--- config.mk ---
export PLATFORM = sky130hd
export DESIGN_NAME = keyed_watchdog
export DESIGN_NICKNAME = d
export VERILOG_FILES = /design/src/rtl/kwd_pkg.sv /design/src/rtl/kwd_ctrl.sv /design/src/rtl/kwd_datapath.sv /design/src/rtl/keyed_watchdog.sv
export SDC_FILE = /design/constraint.sdc
export NUM_CORES = 1
export LEC_CHECK = 0
export ABC_AREA = 1
export BUFFER_PORTS_ARGS = -buffer_cell sky130_fd_sc_hd__buf_2
export CAP_MARGIN = 10
export CORE_ASPECT_RATIO = 0.5
export CORE_MARGIN = 5
export CORE_UTILIZATION = 58
export DETAILED_ROUTE_END_ITERATION = 12
export GPL_TIMING_DRIVEN = 0
export PLACE_DENSITY = 0.82
export SYNTH_ARGS = -nofsm -noshare
export SYNTH_HDL_FRONTEND = slang
export SYNTH_SLANG_ARGS = --single-unit
--- constraint.sdc ---
create_clock -name clk -period 2.25 [get_ports clk]
set_clock_uncertainty 0.05 [all_clocks]
set_input_delay 0.225 -clock clk [delete_from_list [all_inputs] [get_ports clk]]
set_output_delay 0.225 -clock clk [all_outputs]
set_load 0.01 [all_outputs]
--- src/rtl/kwd_pkg.sv ---
package kwd_pkg;
  localparam logic [15:0] WR_KEY = 16'h1234;
  localparam int OFF_CFG     = 'h04;
  localparam int OFF_LOAD    = 'h08;
  localparam int OFF_REFRESH = 'h18;
  localparam int OFF_START   = 'h1C;
  localparam int DIV_W       = 8;
  localparam int CNT_W       = 16;
  localparam int GRP_W       = 2;

  // strobes from control to datapath
  typedef struct packed {
    logic             wrCfg;
    logic             wrLoad;
    logic             wrStart;
    logic [15:0]      wrVal;
    logic             cfgRefresh;
    logic             cntRefresh;
  } kwdStrobe_t;

  // state the datapath exposes for reads
  typedef struct packed {
    logic [DIV_W-1:0] divM1Staged;
    logic [CNT_W-1:0] loadStaged;
    logic             enable;
    logic             expired;
  } kwdStatus_t;
endpackage

--- src/rtl/kwd_ctrl.sv ---
module kwd_ctrl
  import kwd_pkg::*;
#(
  parameter int ADDR_W = 8
) (
  input  logic              clk,
  input  logic              rstN,
  input  logic              wrEn,
  input  logic              rdEn,
  input  logic [ADDR_W-1:0] addr,
  input  logic [31:0]       wrData,
  input  kwdStatus_t        status,
  output kwdStrobe_t        strobe,
  output logic [31:0]       rdData
);
  localparam int SVC_GROUPS = 2;           // counter group, config group
  localparam int REF_W = 3 * GRP_W;

  logic             keyOk;
  logic             wrOk;
  logic             hitCfg, hitLoad, hitRefresh, hitStart;
  logic [REF_W-1:0] refreshReg;
  logic [SVC_GROUPS-1:0] toggled;

  assign keyOk      = (wrData[31:16] == WR_KEY);
  assign wrOk       = wrEn && keyOk;
  assign hitCfg     = (addr == ADDR_W'(OFF_CFG));
  assign hitLoad    = (addr == ADDR_W'(OFF_LOAD));
  assign hitRefresh = (addr == ADDR_W'(OFF_REFRESH));
  assign hitStart   = (addr == ADDR_W'(OFF_START));

  // group g covers bits of the counter (g=0) and configuration (g=1) codes
  for (genvar g = 0; g < SVC_GROUPS; g++) begin : gGroup
    localparam int LO = GRP_W * (g + 1);
    logic [GRP_W-1:0] oldCode, newCode;
    assign oldCode = refreshReg[LO +: GRP_W];
    assign newCode = wrData[LO +: GRP_W];
    assign toggled[g] = ((oldCode == 2'd1) && (newCode == 2'd2)) ||
                        ((oldCode == 2'd2) && (newCode == 2'd1));
  end

  always_ff @(posedge clk or negedge rstN) begin
    if (!rstN) begin
      refreshReg <= 6'b01_01_01;
    end else if (wrOk && hitRefresh) begin
      refreshReg <= wrData[REF_W-1:0];
    end
  end

  always_comb begin
    strobe            = '0;
    strobe.wrVal      = wrData[15:0];
    strobe.wrCfg      = wrOk && hitCfg;
    strobe.wrLoad     = wrOk && hitLoad;
    strobe.wrStart    = wrOk && hitStart;
    strobe.cntRefresh = wrOk && hitRefresh && toggled[0];
    strobe.cfgRefresh = wrOk && hitRefresh && toggled[1];
  end

  always_comb begin
    rdData = '0;
    if (rdEn) begin
      if (hitCfg)          rdData = {16'h0, status.divM1Staged, 8'h00};
      else if (hitLoad)    rdData = {16'h0, status.loadStaged};
      else if (hitRefresh) rdData = {26'h0, refreshReg};
      else if (hitStart)   rdData = {30'h0, status.expired, status.enable};
    end
  end

  AST_BADKEY_NO_REFRESH: assert property (@(posedge clk) disable iff (!rstN)
    (wrEn && !keyOk) |=> $stable(refreshReg));

endmodule

--- src/rtl/kwd_datapath.sv ---
module kwd_datapath
  import kwd_pkg::*;
#(
  parameter int RST_DIV  = 16,
  parameter int RST_LOAD = 'hFFFF
) (
  input  logic       clk,
  input  logic       rstN,
  input  kwdStrobe_t strobe,
  output kwdStatus_t status,
  output logic       resetReq
);
  localparam logic [DIV_W-1:0] RST_DIVM1 = DIV_W'(RST_DIV - 1);
  localparam logic [CNT_W-1:0] RST_CNT   = CNT_W'(RST_LOAD);

  logic [DIV_W-1:0] divM1Staged, divM1Active, presc;
  logic [CNT_W-1:0] loadStaged, loadActive, cnt, reloadSrc;
  logic             enable, expired, tick;

  // staged registers and enable
  always_ff @(posedge clk or negedge rstN) begin
    if (!rstN) begin
      divM1Staged <= RST_DIVM1;
      loadStaged  <= RST_CNT;
      enable      <= 1'b0;
    end else begin
      if (strobe.wrCfg)   divM1Staged <= strobe.wrVal[15:8];
      if (strobe.wrLoad)  loadStaged  <= strobe.wrVal;
      if (strobe.wrStart) enable      <= strobe.wrVal[0];
    end
  end

  // active copies
  always_ff @(posedge clk or negedge rstN) begin
    if (!rstN) begin
      divM1Active <= RST_DIVM1;
      loadActive  <= RST_CNT;
    end else if (strobe.cfgRefresh) begin
      divM1Active <= divM1Staged;
      loadActive  <= loadStaged;
    end
  end

  assign reloadSrc = strobe.cfgRefresh ? loadStaged : loadActive;
  assign tick      = enable && (presc >= divM1Active);

  // prescaler, counter, expiry
  always_ff @(posedge clk or negedge rstN) begin
    if (!rstN) begin
      presc    <= '0;
      cnt      <= RST_CNT;
      expired  <= 1'b0;
      resetReq <= 1'b0;
    end else begin
      resetReq <= 1'b0;
      if (strobe.cntRefresh) begin
        cnt     <= reloadSrc;
        presc   <= '0;
        expired <= 1'b0;
      end else if (enable) begin
        if (tick) begin
          presc <= '0;
          if (cnt <= CNT_W'(1)) begin
            resetReq <= 1'b1;
            expired  <= 1'b1;
            cnt      <= loadActive;
          end else begin
            cnt <= cnt - CNT_W'(1);
          end
        end else begin
          presc <= presc + DIV_W'(1);
        end
      end
    end
  end

  always_comb begin
    status.divM1Staged = divM1Staged;
    status.loadStaged  = loadStaged;
    status.enable      = enable;
    status.expired     = expired;
  end

  AST_PULSE_ONE_CYCLE: assert property (@(posedge clk) disable iff (!rstN)
    (resetReq && divM1Active != '0) |=> !resetReq);
  AST_NO_REQ_WHEN_OFF: assert property (@(posedge clk) disable iff (!rstN)
    !enable |=> !resetReq);
  AST_HOLD_WHEN_OFF: assert property (@(posedge clk) disable iff (!rstN)
    (!enable && !strobe.cntRefresh) |=> $stable(cnt));
  AST_EXPIRED_WITH_REQ: assert property (@(posedge clk) disable iff (!rstN)
    resetReq |-> expired);

endmodule

--- src/rtl/keyed_watchdog.sv ---
module keyed_watchdog
  import kwd_pkg::*;
#(
  parameter int ADDR_W   = 8,
  parameter int RST_DIV  = 16,
  parameter int RST_LOAD = 'hFFFF
) (
  input  logic              clk,
  input  logic              rstN,
  input  logic              wrEn,
  input  logic              rdEn,
  input  logic [ADDR_W-1:0] addr,
  input  logic [31:0]       wrData,
  output logic [31:0]       rdData,
  output logic              resetReq
);
  kwdStrobe_t strobe;
  kwdStatus_t status;

  kwd_ctrl #(.ADDR_W(ADDR_W)) uCtrl (
    .clk(clk), .rstN(rstN), .wrEn(wrEn), .rdEn(rdEn), .addr(addr),
    .wrData(wrData), .status(status), .strobe(strobe), .rdData(rdData)
  );

  kwd_datapath #(.RST_DIV(RST_DIV), .RST_LOAD(RST_LOAD)) uData (
    .clk(clk), .rstN(rstN), .strobe(strobe), .status(status),
    .resetReq(resetReq)
  );
endmodule

After elaboration in Yosys (flattened, before gate mapping)
Index checks and enable logic that the tools add are counted.
{ "op_classes": {"n_div": 0, "shifts": 0, "n_mux": 21, "addsub": 2, "eq_ne": 13, "bitwise_logic": 0, "mul": 0, "magnitude_cmp": 2, "n_reduce_logical": 19} }
{ "op_table": {"columns": ["op", "count"], "rows": [
  ["32-bit two-way mux", 4],
  ["16-bit two-way mux", 5],
  ["8-bit two-way mux", 3],
  ["16-bit by 13-bit == test with 1-bit output, second input constant", 1],
  ["8-bit by 5-bit == test with 1-bit output, second input constant", 2],
  ["16-bit by 1-bit <= comparator with 1-bit output, second input constant", 1],
  ["16-bit by 1-bit subtractor with 16-bit output, second input constant", 1],
  ["1-bit logical AND", 12],
  ["8-bit by 1-bit adder with 8-bit output, second input constant", 1],
  ["2-bit by 1-bit == test with 1-bit output, second input constant", 4],
  ["2-bit == test, second input constant", 4],
  ["8-bit by 3-bit == test with 1-bit output, second input constant", 1],
  ["8-bit by 4-bit == test with 1-bit output, second input constant", 1],
  ["8-bit greater-or-equal comparator", 1],
  ["1-bit two-way mux", 8],
  ["2-bit nonzero test", 3],
  ["3-bit AND reduction", 1],
  ["1-bit logical OR", 2],
  ["2-bit two-way mux", 1],
  ["2-bit AND reduction", 1]
]} }
{ "totals": {"input_bits": 44, "word_cells": 67, "memories": 0, "output_inout_bits": 33, "mem_bits_ro": 0, "ram_bits": 0, "latchBits": 0, "register_bits": 81} }

Depth between registers and ports, before layout
Gate-level depths: netlist of run 1.
{ "logic_depth": {"word_depth": 6, "ltp_mapped": 14, "depth_no_buf": 13} }

Cells and area by module
A second synthesis of run 1 with hierarchy kept.
{ "unflattened": {"cells_unflattened": 673, "area_unflattened_um2": 5192.5} }
{ "by_module_without_submodules": {"columns": ["module", "n_inst", "cells_per_inst", "seq_area_each_um2", "area_each_um2"], "rows": [
  ["kwd_datapath", 1, 499, 1946.9, 4088.9],
  ["kwd_ctrl", 1, 174, 153.9, 1103.6]
]} }

Worst setup path before layout of run 1
Ideal clock, no wire load.
{ "synth_timing": {"path_kind": "reg-to-reg", "startpoint": "register uData.divM1Active[3]", "endpoint": "register uData.cnt[10]", "setup_slack_ps": 441, "required_time_ps": 2136, "n_path_buf": 1, "arrival_time_ps": 1695, "path_stages_with_launch": 14, "period_less_slack_ps": 1809, "setup_ps": 64, "cell_sequence": "dfstp_2 > inv_1 > ha_1 > nand2_1 > inv_1 > nand2_1 > nand2_1 > nand2_1 > nand3_1 > nand2_1 > inv_1 > clkbuf_1 > nand3_1 > nand3_1"} }
{ "synth_via": {"elab_chain_cells": 4} }
{ "synth_rtl": {"columns": ["element", "line", "text"], "rows": [
  ["from (decl)", "kwd_datapath.sv:16", "logic [DIV_W-1:0] divM1Staged, divM1Active, presc;"],
  ["from (signal assigned)", "kwd_datapath.sv:39", "divM1Active <= divM1Staged;"],
  ["8-bit greater-or-equal comparator", "kwd_datapath.sv:45", "assign tick = enable && (presc >= divM1Active);"],
  ["1-bit logical AND", "kwd_datapath.sv:45", null],
  ["2-bit nonzero test (no line)", null, null],
  ["2-bit AND reduction (no line)", null, null],
  ["to (signal assigned)", "kwd_datapath.sv:57", "cnt <= reloadSrc;"],
  ["to (signal assigned)", "kwd_datapath.sv:66", "cnt <= loadActive;"],
  ["to (signal assigned)", "kwd_datapath.sv:68", "cnt <= cnt - CNT_W'(1);"],
  ["to (decl)", "kwd_datapath.sv:17", "logic [CNT_W-1:0] loadStaged, loadActive, cnt, reloadSrc;"]
]} }
Every way passes these cells.
A chain may end at the register's enable or synchronous reset.

Worst setup path after layout of run 1
{ "layout_timing": {"startpoint": "register uData.divM1Active[3]", "endpoint": "register uData.presc[7]"} }
{ "layout_via": {"elab_chain_cells": 5} }
{ "layout_rtl": {"columns": ["element", "line", "text"], "rows": [
  ["8-bit greater-or-equal comparator", "kwd_datapath.sv:45", null],
  ["1-bit logical AND", "kwd_datapath.sv:45", null],
  ["8-bit two-way mux", "kwd_datapath.sv:61", "if (tick) begin"],
  ["8-bit two-way mux", "kwd_datapath.sv:60", "end else if (enable) begin"],
  ["8-bit two-way mux", "kwd_datapath.sv:56", "if (strobe.cntRefresh) begin"],
  ["to (signal assigned)", "kwd_datapath.sv:71", "presc <= presc + DIV_W'(1);"],
  ["to (decl)", "kwd_datapath.sv:16", null]
]} }
Every way passes these cells. The select of a mux whose other input is x is not followed.

==> summary.txt, run 1 <==
Status = completed
CP Capture Type = register
Max-cap violations = 0
Crit-path max FO = 10
Clock edge transition at the registers on the reported setup and hold paths = 0.06 ns
Area contributors post-synth = dfstp_2 (30%), nand2_1 (14%), dfrtp_1 (11%)
Top Ports = 77
Number of synthesized flops with an enable pin = 0
Num CTS Buffers = 9
Peak VDD IR = 0.427 mV
Peak Freq = 0.479 GHz
Hold crit path type = input pin to register
Pwr dens = 513 nW/um^2
Crit path kind = register to register
Worst slew margin = 65.7%
Port bufs = 60
Mean Syn Cell Area = 7.15 sq um
Post-synth cell types = 31
Clock power frac = 47.5%
Die Span Y = 76.7 microns
Via density = 5.31
Crit. Startpoint = uData.divM1Active[3]$_DFFE_PN1N_
RR Startpoint = uData.divM1Active[3]$_DFFE_PN1N_
Final min period = 2.09 ns
Crit-path most repeated cell = nand2_1
Chip width = 143 microns
Switching share of power = 21.7%
Residual overflow from global routing = 0
Post-DP HPWL = 9800 microns
Die area = 11000 sq um
Leakage = 3.09 nW
Synth Instances = 721
FP Rows = 24
CTS tree = done
Core Area = 8680 sq um
Min-delay src = wrData[7]
Max-slew violation count = 0
Slew @ Worst Pin = 0.514 ns
Crit-path leading delay family = simple AND/OR/NAND/NOR gates
Ratio of cells with drive above 1 in the final layout = 21.8%
Hold Slack = 0.0560 ns
Worst hold stages = 3
Ys flop type = dfstp_2
DRC errors left = 0
Pin count of the biggest net entering global routing = 75
Antenna viol nets, final = 0
WP data required = 2.45 ns
Max stage delay on crit path = 0.51 ns
Top-area cell type share of the netlist area = 30.1%
WL/cell = 14.0 microns
Crit. path cell count = 12
Most numerous cell in the Yosys netlist = nand2_1
Worst r2r path cells = 12
Number of DRC markers in iteration 0 = 391
First-pass GRT wire length = 21700 microns
Critical Path Slowest Stage Cell = dfstp_2
CTS Sinks = 81
# setup viols final = 0
Buffers & Inverters on Critical Path = 3
Async set-or-reset flop fraction in the synthesized netlist = 100%
Register share of total power = 47.4%
Int Power = 0.00242 W
Switch Pwr = 0.000670 W
First-pass detailed-route iteration total = 6
Clk buf depth = 2
Critical Path AT = 2.29 ns
Placer Congestion = 0.935
Tcrit/Tclk final = 92.8%
Synth Register Bits = 81
Worst setup SP type = register
Crit-path cells = inv_1, ha_1, nand2_1, inv_1, nand2_1, nand2_1, nand2_1, nand3_1, nand2_1, buf_2, nand3_1, o21ai_0
N_diodes = 0
RSZ-0062 raised after global routing = no
Later-pin clock latency in the skew report = 0.34 ns
Reg-to-reg slack, setup = 0.16 ns
Final WL = 13000 microns
Register area share after synthesis = 40.7%
Total Routing Usage GR = 24.5%
Syn Std Cell Area = 5160 sq um
Final net count = 866
Synth-to-Final Area Change = 16.7%
Via count = 4950
RR Endpoint = uData.presc[7]$_DFFE_PN0P_
Starting Density = 59.4%
Vias in the first global route = 4521
Synth area leader = dfstp_2
Comb pwr share = 5.1%
CTS H-tree lvls = 3
Setup_tns = 0 ns
Final Hold Fails = 0
Initial antenna violation count = 0
Root Buffer Master = clkbuf_16
Commonest cells post-synth = nand2_1 (193), nand3_1 (103), inv_1 (95), nor2_1 (63), dfstp_2 (59)
Synth Warn # = 0
Hold EP = uData.loadStaged[7]$_DFFE_PN1P_
[flip-flops by register name (all words and copies together), names as in the netlist]
register	cells
uData.cnt	16
uData.divM1Active	8
uCtrl.refreshReg	6
uData.loadStaged	16
uData.loadActive	16
uData.expired	1
uData.enable	1
uData.resetReq	1
uData.presc	8
uData.divM1Staged	8
[what timing repair did]
item	4_1_cts	5_1_grt
hold buffers	1	0
hold endpoints to repair	27	0
resized for setup	0	4
buffers inserted	0	2
endpoints found under the setup margin	0	16
[area by class of cell]
class	instances	area, sq um
fill	717	2660
multi-input combinational	521	2520
sequential	81	2100
inverter	96	360
timing repair buffer	64	355
clock buffer	12	246
buffer	38	238
tap	117	146
clock inverter	4	52.6
[stage by stage]
stage | util [%] | worst slack, ns | instance area (sq um) | total power (W) | std cells
after floorplan | - | 0.441 | 5220 | 0.00155 | 736
after global placement | 65.2 | 0.185 | 5660 | 0.00163 | 913
after detailed placement | 65.6 | 0.165 | 5690 | 0.00164 | 914
after CTS | 69.1 | 0.126 | 6000 | 0.00309 | 931
after global routing | 69.4 | 0.0102 | 6020 | 0.00319 | 933
final | 69.4 | 0.162 | 6020 | 0.00309 | 933
[how the worst max path moves through the flow]
stage                                 end  slack (ns)
4_1_cts          uData.cnt[5]$_DFFE_PN1P_        0.13
2_1_floorplan   uData.cnt[10]$_DFFE_PN1P_        0.44
5_1_grt         uData.cnt[15]$_DFFE_PN1P_        0.01
6_report       uData.presc[7]$_DFFE_PN0P_        0.16
3_5_place_dp     uData.cnt[6]$_DFFE_PN1P_        0.16
3_3_place_gp     uData.cnt[2]$_DFFE_PN1P_        0.18
[worst register-to-register path, stage by stage, from the launching register on]
cell	delay (ns)
dfstp_2	0.51
inv_1	0.05
ha_1	0.29
nand2_1	0.07
inv_1	0.05
nand2_1	0.06
nand2_1	0.04
nand2_1	0.05
nand3_1	0.06
nand2_1	0.13
buf_2	0.23
nand3_1	0.20
o21ai_0	0.21
[routing by layer]
layer	wire, microns	vias up	global-route usage [%]	share of wire, %
met2	5610	186	36.3	43
met3	1160	10	6.59	8.9
met5	0	-	0	0
li1	-	2462	-	-
met4	101	0	4.70	0.78
met1	6160	2292	36.2	47
[cell families after synthesis]
logic type | count (synthesis) | synth area share, %
and+or+nand+nor | 412 | 36.4
buffers and inverters | 134 | 11.5
DFF | 81 | 40.7
AOI/OAI and AO/OA | 75 | 7.40
adders and majority gates | 11 | 2.67
xor gates and xnor gates | 7 | 1.19
other | 1 | 0.0727
[cells in the final DEF (no fill, tap or decap), types with 2 or more instances in the layout]
cell type	count
o21ai_0	48
nand2_2	2
nand3_1	103
xnor2_1	3
nand2_1	193
buf_6	2
xor2_1	4
clkbuf_1	10
clkinv_4	2
a21oi_1	23
nor2_2	3
conb_1	16
inv_1	94
dfrtp_1	22
nor2_1	63
nand3b_1	10
dfstp_2	59
buf_4	20
a31oi_1	3
buf_2	68
clkbuf_16	9
nand4_1	8
ha_1	11
and2_1	16
nor3_1	8
[power by group through the flow]
stage                     clock network (W)  registers [W]   logic, W
after global routing                0.00155        0.00146   0.000178
final                               0.00147        0.00146   0.000157
after detailed placement                  0        0.00148   0.000154
after CTS                           0.00147        0.00146   0.000156
after floorplan                           0        0.00148  0.0000663
after global placement                    0        0.00148   0.000145
(Power assumes the default switching activity.)
==> run 2: changes to the inputs <==
--- a/config.mk
+++ b/config.mk
@@ -5,15 +5,14 @@
 export SDC_FILE = /design/constraint.sdc
 export NUM_CORES = 1
 export LEC_CHECK = 0
-export ABC_AREA = 1
+export ABC_AREA = 0
 export BUFFER_PORTS_ARGS = -buffer_cell sky130_fd_sc_hd__buf_2
 export CAP_MARGIN = 10
 export CORE_ASPECT_RATIO = 0.5
 export CORE_MARGIN = 5
-export CORE_UTILIZATION = 58
+export CORE_UTILIZATION = 57
 export DETAILED_ROUTE_END_ITERATION = 12
-export GPL_TIMING_DRIVEN = 0
-export PLACE_DENSITY = 0.82
+export PLACE_DENSITY = 0.81
 export SYNTH_ARGS = -nofsm -noshare
 export SYNTH_HDL_FRONTEND = slang
 export SYNTH_SLANG_ARGS = --single-unit
==> summary.txt, run 2 <==
Status = finished, violations left
Number of synthesized flops with an enable pin = 0 (unchanged)
Peak VDD IR = 0.380 mV (-11%)
RSZ-0062 raised after global routing = yes
WL/cell = 19.8 microns (+42%)
Crit. Startpoint = uData.divM1Active[3]$_DFFE_PN1N_
Critical Path AT = 2.54 ns (+0.25 ns)
Worst setup SP type = register
Final WL = 13400 microns (+3.1%)
Placer Congestion = 0.909 (-2.8%)
Synth area leader = dfstp_2
RR Startpoint = uData.divM1Active[3]$_DFFE_PN1N_
Starting Density = 59.1% (-0.36 points)
Via count = 4153 (-16%)
Synth Area in Adders = 2.89% (+0.22 points)
CTS H-tree lvls = 3 (unchanged)
Worst hold stages = 2 (-1)
Total Routing Usage GR = 26.0% (+1.5 points)
Ratio of cells with drive above 1 in the final layout = 52.2% (+30 points)
Mean Syn Cell Area = 10.5 sq um (+47%)
Top Ports = 77 (unchanged)
Later-pin clock latency in the skew report = 0.35 ns (about the same)
Chip width = 139 microns (-2.9%)
Synth Register Bits = 81 (unchanged)
Largest family of logic cells by synthesized area = simple AND/OR/NAND/NOR gates
Post-synth cell types = 59 (+90%)
Worst r2r path cells = 9 (-3)
DRC errors left = 0 (unchanged)
# setup viols final = 19 (+19)
Ys flop type = dfstp_2
Area contributors post-synth = dfstp_2 (33%), dfrtp_1 (12%), mux2_2 (10%)
Fillers = 510 (-29%)
Core Area = 8060 sq um (-7.2%)
Setup_tns = -0.709 ns (-0.709 ns)
Leakage = 2.68 nW (-13%)
Register area share after synthesis = 44.1% (+3.4 points)
Hold crit path type = input pin to register
First-pass GRT wire length = 21100 microns (-3.1%)
Final min period = 2.32 ns (+0.228 ns)
Crit path kind = register to register
Top-area cell type share of the netlist area = 32.6% (+2.5 points)
First-pass detailed-route iteration total = 5 (-1)
Total Power = 0.00294 W (-4.8%)
Synth Warn # = 0 (unchanged)
Failing checks = negative setup slack
Pin count of the biggest net entering global routing = 48 (-36%)
Reg-to-reg slack, setup = -0.07 ns (-0.23 ns)
N_diodes = 0 (unchanged)
Max-cap violations = 0 (unchanged)
Grt met2 use = 42.2% (+6.0 points)
RR Endpoint = uData.cnt[0]$_DFFE_PN1P_
GR Util met1 = 33.7% (-2.5 points)
Die Span Y = 74.6 microns (-2.7%)
WP data required = 2.48 ns (+0.03 ns)
Peak Freq = 0.432 GHz (-9.8%)
Clock edge transition at the registers on the reported setup and hold paths = 0.06 ns (about the same)
Initial antenna violation count = 0 (unchanged)
Synth Area in XOR/XNOR = 0.736% (-0.45 points)
Synth Area in Compound Gates = 13.8% (+6.4 points)
Tcrit/Tclk final = 103% (+10 points)
Post-DP HPWL = 9140 microns (-6.8%)
Synth-to-Final Area Change = 28.0%
Residual overflow from global routing = 0 (unchanged)
Worst Setup EP = uData.cnt[0]$_DFFE_PN1P_
Final Hold Fails = 0 (unchanged)
Commonest cells after routing, fill and taps aside = buf_2 (59), dfstp_2 (59), buf_4 (47)
Number of DRC markers in iteration 0 = 367 (-6.1%)
Setup WS post-layout = -0.0656 ns (-0.228 ns)
Vias in the first global route = 4153 (-8.1%)
Port bufs = 60 (unchanged)
Slew @ Worst Pin = 0.737 ns (+0.223 ns)
Pwr dens = 482 nW/um^2 (-5.9%)
Most numerous cell in the Yosys netlist = dfstp_2
FP Rows = 23 (-4.2%)
Die area = 10400 sq um (-5.5%)
Syn Std Cell Area = 4760 sq um (-7.7%)
Crit-path max FO = 5 (-5)
Root Buffer Master = clkbuf_16
Async set-or-reset flop fraction in the synthesized netlist = 100% (unchanged)
Antenna viol nets, final = 0 (unchanged)
Commonest cells post-synth = dfstp_2 (59), mux2_2 (43), nand2_1 (34), nor2_1 (30)
CP Capture Type = register
CTS tree = done
Busiest grt layer = met2
Max-slew violation count = 0 (unchanged)
Met3 GRT Util = 7.68% (+1.1 points)
Hold Slack = 0.0558 ns (-0.000214 ns)
Mux cell area share after synthesis = 14.9% (+15 points)
Final core utilization = 75.6% (+6.3 points)
Worst slew margin = 50.4% (-15 points)
Post-Synth Simple-Gate Area = 17.6% (-19 points)
Synth Instances = 452 (-37%)
Regs by FF count = uData.cnt: 16 flops, uData.loadActive: 16 flops, uData.loadStaged: 16 flops
CTS Sinks = 81 (unchanged)
Final net count = 617 (-29%)
Via density = 6.12 (+15%)
Clk buf depth = 2 (unchanged)
Num CTS Buffers = 9 (unchanged)
run 2: cell count changes in the layout (fill, tap and decap cells not counted), sizes merged, moves of 14 or more:
cell / change
nand2: -161
nand3: -100
inv: -81
mux2: +50
nor2: -37
buf: +26
o21ai: -26
a22oi: +14
run 2: per-stage QoR:
stage	instance area (sq um)	setup WS (ns)	cells
final	6090	-0.0656	679
after detailed placement	5480	-0.228	656
after global placement	5480	-0.202	656
after CTS	5910	-0.0888	678
after global routing	6090	-0.152	679
after floorplan	4850	-0.0358	467
run 2: cell families after synthesis:
logic type               count (synthesis)
AO/OA/AOI/OAI                           99
XOR/XNOR                                 4
adder cells (fa/ha/maj)                 11
buffers and inverters                   48
flip-flops                              81
multiplexers                            62
other                                    1
AND/OR/NAND/NOR                        146
run 2: how the worst min path moves through the flow:
stage / endpoint / slack (ns) / from
detailed placement: uData.enable$_DFFE_PN0P_ / 0.20 / rstN
CTS: uData.loadStaged[7]$_DFFE_PN1P_ / 0.05 / wrData[7]
global placement: uData.divM1Staged[6]$_DFFE_PN0P_ / 0.20 / rstN
floorplan: uCtrl.refreshReg[1]$_DFFE_PN0P_ / -0.12 / rstN
finish: uData.loadStaged[7]$_DFFE_PN1P_ / 0.06 / wrData[7]
global route: uData.loadStaged[7]$_DFFE_PN1P_ / 0.05 / wrData[7]
run 2: repair_timing:
item,in CTS,in global routing
cloned,2,1
resized for setup,21,33
hold buffers,1,0
pin swaps,5,15
endpoints found under the setup margin,24,39
hold endpoints to repair,11,0
buffers inserted,3,1
run 2: layout make-up:
type                    count  area [sq um]  area share, %
multi-input cells         338          2680           44.0
clock buffers              10           229           3.76
repair buffers            119           850           13.9
flip-flops and latches     81          2100           34.5
clock inverters             6          42.5          0.698
inverters                  13          48.8          0.801
well taps                 112           140           2.30
run 2: per-layer routing:
layer / routed length, microns / vias up
li1: - / 1859
met1: 5590 / 2057
met2: 6340 / 201
met3: 1190 / 36
met4: 316 / 0
met5: 0 / -
run 2: power by group:
part | switching, W | internal, W | leakage [nW]
clock network | 0.000607 | 0.000749 | 0.129
logic | 0.0000762 | 0.0000454 | 1.70
registers | 0.0000000179 | 0.00146 | 0.848
total | 0.000683 | 0.00226 | 2.68
run 2: worst max-delay path, cell delays in order, from the launching register on:
cell	delay, ns
dfstp_2	0.52
inv_2	0.04
ha_4	0.25
nor2_2	0.03
or3_4	0.37
o221ai_4	0.25
and2_4	0.26
buf_12	0.13
a21oi_2	0.05
o31a_1	0.28
==> run 3: changes to the inputs <==
--- a/config.mk
+++ b/config.mk
@@ -12,6 +12,7 @@
 export CORE_MARGIN = 5
 export CORE_UTILIZATION = 57
 export DETAILED_ROUTE_END_ITERATION = 12
+export MAX_ROUTING_LAYER = met4
 export PLACE_DENSITY = 0.81
 export SYNTH_ARGS = -nofsm -noshare
 export SYNTH_HDL_FRONTEND = slang
==> constraint.sdc (replaced) <==
create_clock -name clk -period 2.2 [get_ports clk]
set_clock_uncertainty 0.05 [all_clocks]
set_input_delay 0.22 -clock clk [delete_from_list [all_inputs] [get_ports clk]]
set_output_delay 0.22 -clock clk [all_outputs]
set_load 0.01 [all_outputs]
==> summary.txt, run 3 (synthesized netlist as in run 2, its figures left out) <==
Antenna viol nets, final = 0 (unchanged)
Peak VDD IR = 0.479 mV (+26%)
Vias in the first global route = 4372 (+5.3%)
Peak Freq = 0.415 GHz (-3.9%)
N_diodes = 0 (unchanged)
Final net count = 637 (+3.2%)
Die Span Y = 74.6 microns (unchanged)
Setup WS post-layout = -0.209 ns (-0.144 ns)
Clk buf depth = 2 (unchanged)
Final Hold Fails = 0 (unchanged)
Failing checks = negative setup slack
Number of DRC markers in iteration 0 = 596 (+62%)
Worst slew margin = 58.9% (+8.5 points)
Regs by FF count = uData.cnt: 16 flops, uData.loadActive: 16 flops, uData.loadStaged: 16 flops
Port bufs = 60 (unchanged)
Pwr dens = 486 nW/um^2 (+0.72%)
Critical Path Slowest Stage Cell = dfstp_2
Die area = 10400 sq um (unchanged)
# setup viols final = 31 (+12)
First-pass detailed-route iteration total = 5 (unchanged)
Slew @ Worst Pin = 0.616 ns (-0.121 ns)
Final WL = 15400 microns (+15%)
Chip width = 139 microns (unchanged)
Met1 WL = 6020 microns (+7.8%)
Synth-to-Final Area Change = 35.3%
Residual overflow from global routing = 0 (unchanged)
DR WL met2 = 7550 microns (+19%)
Dpl ws = -0.269 ns (-0.0402 ns)
Top Layer Used = met4
Crit-path cells = inv_1, ha_1, buf_4, o2111ai_4, or2_4, buf_12, a2bb2oi_1, nor3_2, a211oi_2
Ratio of cells with drive above 1 in the final layout = 56.4% (+4.2 points)
Fillers = 442 (-13%)
Top Ports = 77 (unchanged)
Commonest cells after routing, fill and taps aside = buf_4 (59), dfstp_2 (59), buf_2 (58)
Status = finished, violations left
Crit path kind = register to register
Initial antenna violation count = 0 (unchanged)
Via density = 6.35 (+3.9%)
Via count = 4442 (+7.0%)
Worst setup SP type = register
Num CTS Buffers = 9 (unchanged)
Hold crit path type = input pin to register
CP Capture Type = register
Root Buffer Master = clkbuf_16
Setup_tns = -2.66 ns (-1.96 ns)
Clock edge transition at the registers on the reported setup and hold paths = 0.07 ns (about the same)
Tcrit/Tclk final = 110% (+6.6 points)
Leakage = 2.81 nW (+4.9%)
Post-DP HPWL = 8780 microns (-4.0%)
Later-pin clock latency in the skew report = 0.34 ns (about the same)
Max-cap violations = 0 (unchanged)
CTS Sinks = 81 (unchanged)
Max stage delay on crit path = 0.63 ns (+0.11 ns)
RSZ-0062 raised after global routing = yes
CTS H-tree lvls = 3 (unchanged)
Pin count of the biggest net entering global routing = 43 (-10%)
Starting Density = 59.1% (unchanged)
First-pass GRT wire length = 21800 microns (+3.4%)
Core Area = 8060 sq um (unchanged)
Final min period = 2.41 ns (+0.0937 ns)
Placer Congestion = 0.903 (-0.68%)
DR WL met3 = 1160 microns (-2.6%)
CTS tree = done
WL/cell = 22.0 microns (+11%)
WP data required = 2.41 ns (-0.07 ns)
DRC errors left = 0 (unchanged)
Critical Path AT = 2.62 ns (+0.08 ns)
FP Rows = 23 (unchanged)
Crit-path max FO = 10 (+5)
Total Routing Usage GR = 27.7% (+1.7 points)
Max-slew violation count = 0 (unchanged)
-- run 3: what timing repair did --
item                                    4_1_cts  5_1_grt
cloned                                        4        0
setup buffers                                 3        6
hold buffers                                  1        0
resized for setup                            32       53
pin swaps                                    19       31
endpoints found under the setup margin       31       40
hold endpoints to repair                     20        0
-- run 3: worst paths after layout --
| path | startpoint | endpoint | slack (ns) | cells past startpoint |
|---|---|---|---|---|
| setup / recovery | uData.cnt[0]$_DFFE_PN1P_ | uData.cnt[2]$_DFFE_PN1P_ | -0.21 | 9 |
| hold / removal | wrData[6] | uData.loadStaged[6]$_DFFE_PN1P_ | 0.06 | 2 |
| setup reg to reg | uData.cnt[0]$_DFFE_PN1P_ | uData.cnt[2]$_DFFE_PN1P_ | -0.21 | 9 |
| hold reg to reg | uData.divM1Staged[1]$_DFFE_PN1P_ | uData.divM1Active[1]$_DFFE_PN1N_ | 0.46 | 2 |
| max in group asynchronous | rstN | uData.loadActive[4]$_DFF_PN1_ | 1.19 | 3 |
| min in group asynchronous | rstN | uCtrl.refreshReg[1]$_DFFE_PN0P_ | 0.30 | 2 |
-- run 3: layer usage --
layer / up-vias / global-route usage (%)
met4: 0 / 12.3
met1: 2165 / 32.5
met3: 85 / 6.09
li1: 1904 / -
met2: 288 / 47.3
met5: - / -
-- run 3: cell type report --
| cell class | count | area, sq um | share of cell area [%] |
|---|---|---|---|
| Sequential cell | 81 | 2100 | 32.6 |
| Clock buffer | 12 | 236 | 3.67 |
| Timing Repair Buffer | 135 | 978 | 15.2 |
| Clock inverter | 4 | 51.3 | 0.796 |
| Tap cell | 112 | 140 | 2.18 |
| Inverter | 13 | 48.8 | 0.758 |
| Multi-Input combinational cell | 342 | 2890 | 44.8 |
-- run 3: metrics by stage --
step                      hold WS (ns)  util (%)  cell area [sq um]  cells  power [W]
after global placement          0.0745      69.8               5620    669    0.00164
after global routing            0.0602      79.9               6440    699    0.00322
final                           0.0620      79.9               6440    699    0.00313
after detailed placement        0.0812      69.8               5620    669    0.00164
after CTS                       0.0555      76.3               6150    693    0.00312
after floorplan                 -0.126         -               4900    467    0.00157
-- run 3: report_power, final --
part | internal [W] | leakage [nW] | switching (W)
Combinational | 0.0000507 | 1.82 | 0.0000838
Clock | 0.000883 | 0.137 | 0.000616
Sequential | 0.00150 | 0.849 | 0.0000000213
-- run 3: critical path, delay by kind of cell (launching register included) --
kind	cells	cell delay, ns
AOI/OAI and AO/OA	3	0.65
DFF	1	0.63
buffers and inverters	3	0.41
and+or+nand+nor	2	0.31
adders and majority gates	1	0.26
